**src/rtl/spk_port_pkg.sv**
```systemverilog
package spk_port_pkg;

    localparam int PORT_W   = 8;
    localparam int GATE_BIT = 0;
    localparam int SPK_BIT  = 1;
    localparam int TOG_BIT  = 4;
    localparam int TONE_BIT = 5;

    typedef struct packed {
        logic spk_en;
        logic gate;
    } ctrl_t;

    function automatic ctrl_t decode_ctrl(input logic [PORT_W-1:0] d);
        ctrl_t c;
        c.gate   = d[GATE_BIT];
        c.spk_en = d[SPK_BIT];
        return c;
    endfunction

    function automatic logic [PORT_W-1:0] pack_status(input ctrl_t c,
                                                      input logic tog,
                                                      input logic tone);
        logic [PORT_W-1:0] v;
        v           = '0;
        v[GATE_BIT] = c.gate;
        v[SPK_BIT]  = c.spk_en;
        v[TOG_BIT]  = tog;
        v[TONE_BIT] = tone;
        return v;
    endfunction

endpackage

```
**src/rtl/spk_ctrl_reg.sv**
```systemverilog
module spk_ctrl_reg
    import spk_port_pkg::*;
#(
    parameter int W = PORT_W
) (
    input  logic         clk,
    input  logic         rst,
    input  logic         wr_en,
    input  logic [W-1:0] wr_data,
    output ctrl_t        ctrl_q
);
    always_ff @(posedge clk) begin
        if (rst) begin
            ctrl_q <= '0;
        end else if (wr_en) begin
            ctrl_q <= decode_ctrl(wr_data);
        end
    end
endmodule

```
**src/rtl/spk_edge_toggle.sv**
```systemverilog
module spk_edge_toggle (
    input  logic clk,
    input  logic rst,
    input  logic pulse_in,
    output logic tog_q
);
    logic prev_q;
    logic rise;

    assign rise = pulse_in & ~prev_q;

    always_ff @(posedge clk) begin
        if (rst) begin
            prev_q <= pulse_in;
            tog_q  <= 1'b0;
        end else begin
            prev_q <= pulse_in;
            if (rise) begin
                tog_q <= ~tog_q;
            end
        end
    end
endmodule

```
**src/rtl/spk_sysctl_port.sv**
```systemverilog
module spk_sysctl_port
    import spk_port_pkg::*;
#(
    parameter int W = PORT_W
) (
    input  logic         clk,
    input  logic         rst,
    input  logic         wr_en,
    input  logic [W-1:0] wr_data,
    output logic [W-1:0] rd_data,
    input  logic         tone_in,
    input  logic         refresh_in,
    output logic         tone_gate,
    output logic         spk_out
);
    ctrl_t ctrl_q;
    logic  tog_q;

    spk_ctrl_reg #(.W(W)) u_ctrl (
        .clk     (clk),
        .rst     (rst),
        .wr_en   (wr_en),
        .wr_data (wr_data),
        .ctrl_q  (ctrl_q)
    );

    spk_edge_toggle u_tog (
        .clk      (clk),
        .rst      (rst),
        .pulse_in (refresh_in),
        .tog_q    (tog_q)
    );

    assign tone_gate = ctrl_q.gate;
    assign spk_out   = tone_in & ctrl_q.spk_en & ~rst;
    assign rd_data   = pack_status(ctrl_q, tog_q, tone_in);
endmodule

```
**config.mk**
```make
export PLATFORM = sky130hd
export DESIGN_NAME = spk_sysctl_port
export DESIGN_NICKNAME = d
export VERILOG_FILES = /design/src/rtl/spk_port_pkg.sv /design/src/rtl/spk_ctrl_reg.sv /design/src/rtl/spk_edge_toggle.sv /design/src/rtl/spk_sysctl_port.sv
export SDC_FILE = /design/constraint.sdc
export NUM_CORES = 1
export LEC_CHECK = 0
export BUFFER_PORTS_ARGS = -buffer_cell sky130_fd_sc_hd__buf_4
export CAP_MARGIN = 20
export CORE_AREA = 2 2 39 41
export DETAILED_ROUTE_END_ITERATION = 10
export DIE_AREA = 0 0 41 43
export PLACE_DENSITY_LB_ADDON = 0.2
export SYNTH_ARGS = -nofsm -noshare
export SYNTH_HDL_FRONTEND = slang
export SYNTH_SLANG_ARGS = --single-unit
export TNS_END_PERCENT = 100
```
**constraint.sdc**
```tcl
create_clock -name clk -period 1.4 [get_ports clk]
set_input_delay 0.14 -clock clk [delete_from_list [all_inputs] [get_ports clk]]
set_output_delay 0.14 -clock clk [all_outputs]
set_load 0.1 [all_outputs]
```
==> impl_metrics.yaml <==
floorplanning:
  die_area_um2: 1763
  die_height_um: 43
  num_io_pins: 23
  placeableCoreArea_um2: 1384
  floorplan.rows: 14
  die_x_um: 41
  starting_density_of_the_core_pct: 14.65
routing:
  average_wire_per_cell_in_the_routed_design_um: 8.000
  drtAntennaViolNets: 0
  detailedRoute.firstIterationViolations: 0
  wl_met2_um: 158
  detailroute.via_count: 163
  met3_wirelength_um: 75
  top_layer_used: "met3"
  routed_wl_um: 384
  drt-pass1-iter-count: 1
  viasPerCell: 3.396
  route.detailed.drc: 0
  wl_met1_um: 151
power_and_ir_drop:
  pwr_density_cell_nw_per_um2: 1436
  part_of_the_power_in_combinational_logic_pct: 37.3
  power_leakage_nw: 0.1584
  share_seq_of_total_power_pct: 29.9
  clkPwrFrac_pct: 32.8
  max-vdd-ir-drop_mv: 0.7669
  cell_internal_pwr_uw: 248.9
  netSwitchingFraction_pct: 41.54
  power_uw: 425.8
  switching_power_of_the_nets_uw: 176.9
layout:
  final_layout_size_suffix_gt1_share_pct: 59.38
  layout.cells.most_common_list: "sky130_fd_sc_hd__buf_4, sky130_fd_sc_hd__conb_1, sky130_fd_sc_hd__nor2_1, sky130_fd_sc_hd__clkbuf_4"
  final_cells: 48
  num-nets-final: 47
  n_fill_cell: 157
  final_common_cell: "sky130_fd_sc_hd__buf_4"
  areaGrowthSynthToFinish_pct: 46.30
  antenna_cells_inserted: 0
  layout.core_utilization_pct: 21.43
  post-route-cell-area_um2: 296.5
placement:
  postPlaceCellArea_um2: 274.0
  place.gp.congestion: 0.4480
  placed_insts: 45
  place_ws_ns: 0.4929
  io_buffer_count: 12
sta:
  fin_ws_ns: 0.2526
  unrepaired_setup_endpoints_after_global_routing: "no"
  timing.final.max_slew_violations: 0
  skew_ns: 0.000004954
  final.period_utilization_pct: 81.96
  timing.setup.tns_ns: 0
  max_clock_freq_mhz: 871.5
  setup-violations-final: 0
  worst_hold_slack_ns: 0.01810
  fin_crit_ns: 1.147
  finalHoldViolations: 0
grt:
  grt_max_degree: 6
  antenna_found_initial: 0
  global_route_usage_over_all_layers_pct: 5.120
  grt_pass1_vias: 155
  grt_first_pass_wirelength_um: 503
  globalRouteOverflowTotal: 0
critical_path:
  crit_fanout: 3
  critical_path.endpoint_type: "output port"
  path_buf_inv: 1
  critPathMaxStageDelay_ns: 0.33
  timing.critical_path.max_delay_family: "flip-flops"
  setup.worst_path.class: "register to output port"
  critical_path.startpoint_type: "register"
  worst_path_slowest_cell: "sky130_fd_sc_hd__dfxtp_2"
  critPathArrivalTime_ns: 1.01
  crit_required_ns: 1.26
  worstPathCellList: "and3b_2 -> buf_4"
synth:
  synth_sequential_area_ratio_pct: 39.51
  total_of_flip_flops_plus_latches_after_synthesis: 4
  yosysWarnings: 0
  yosys.cell_types.count: 9
  synth_area_per_cell_um2: 9.652
  netlist_area_um2: 202.7
  netlist_instances: 21
job:
  number_of_violations_of_the_max_capacitance_limit: 0
cts:
  cts_tree: "done"
  root_cell_of_the_clock_tree: "sky130_fd_sc_hd__clkbuf_4"
  latest_clock_arrival_within_the_worst_skew_pair_ns: 0.23
  holdBufCountCts: 0
  path_clk_slew_ns: 0.04
  cts-resized-gates: 0
  clkSinkCount: 4
  cts-buffers-inserted: 3
  cts_setup_buffers: 0
  htree_levels: 1
  cts_buffer_depth: 2
status:
  status: "completed"
hold_path:
  holdCritPathClass: "input port to register"
## cells in the mapped netlist
library cell / n / area (um2)
sky130_fd_sc_hd__and2b_1: 1 / 7.510
sky130_fd_sc_hd__and3b_2: 1 / 10.01
sky130_fd_sc_hd__buf_4: 7 / 52.55
sky130_fd_sc_hd__conb_1: 1 / 3.750
sky130_fd_sc_hd__dfxtp_1: 4 / 80.08
sky130_fd_sc_hd__mux2_2: 1 / 11.26
sky130_fd_sc_hd__mux2i_1: 2 / 20.02
sky130_fd_sc_hd__nor2_1: 3 / 11.26
sky130_fd_sc_hd__nor2b_1: 1 / 6.260
## worst register-to-register path, delay by kind of cell (launching register included)
kind          cells  cell delay, ns
mux               1            0.33
simple gates      1            0.11
flops             1            0.29
## power by group through the flow
stage	sequential (mW)	combinational (mW)	clock, mW
floorplan	0.153	0.120	0
global placement	0.128	0.158	0
detailed placement	0.129	0.160	0
CTS	0.127	0.160	0.147
global route	0.128	0.164	0.159
finish	0.127	0.159	0.140
## per-layer routing
layer / GRT usage, % / vias to the layer above
met5: 0 / -
met1: 4.502 / 69
met3: 7.853 / 0
li1: - / 78
met2: 5.938 / 16
met4: 2.000 / 0
## logic make-up (layout without fill, tap and decap cells)
| kind of cell | Yosys count | after routing | synth area share (%) |
|---|---|---|---|
| other | 1 | 4 | 1.850 |
| buffers and inverters | 7 | 15 | 25.93 |
| flip-flops | 4 | 4 | 39.51 |
| AND/OR/NAND/NOR | 6 | 6 | 17.29 |
| multiplexers | 3 | 3 | 15.43 |
## layout make-up
| cell class | instances | area (um2) | area share (%) |
|---|---|---|---|
| multi-input combinational | 13 | 81.33 | 27.43 |
| sequential | 4 | 82.58 | 27.85 |
| tap | 16 | 20.02 | 6.751 |
| clock buffer | 3 | 22.52 | 7.595 |
| timing repair buffer | 12 | 90.09 | 30.38 |
## state kept, by name (all words and copies together) (netlist names)
name and cells:
u_ctrl.ctrl_q 2, u_tog.prev_q 1, u_tog.tog_q 1
## path summary, 6_finish.rpt
check,start,end,slack (ns),depth (start not counted)
max,u_ctrl.ctrl_q[1],spk_out,0.25,2
min,refresh_in,u_tog.prev_q,0.02,1
max reg2reg,u_tog.prev_q,u_tog.tog_q,0.56,2
min reg2reg,u_ctrl.ctrl_q[0],u_ctrl.ctrl_q[0],0.51,2
Note: power is estimated with default switching activity, not from simulation.
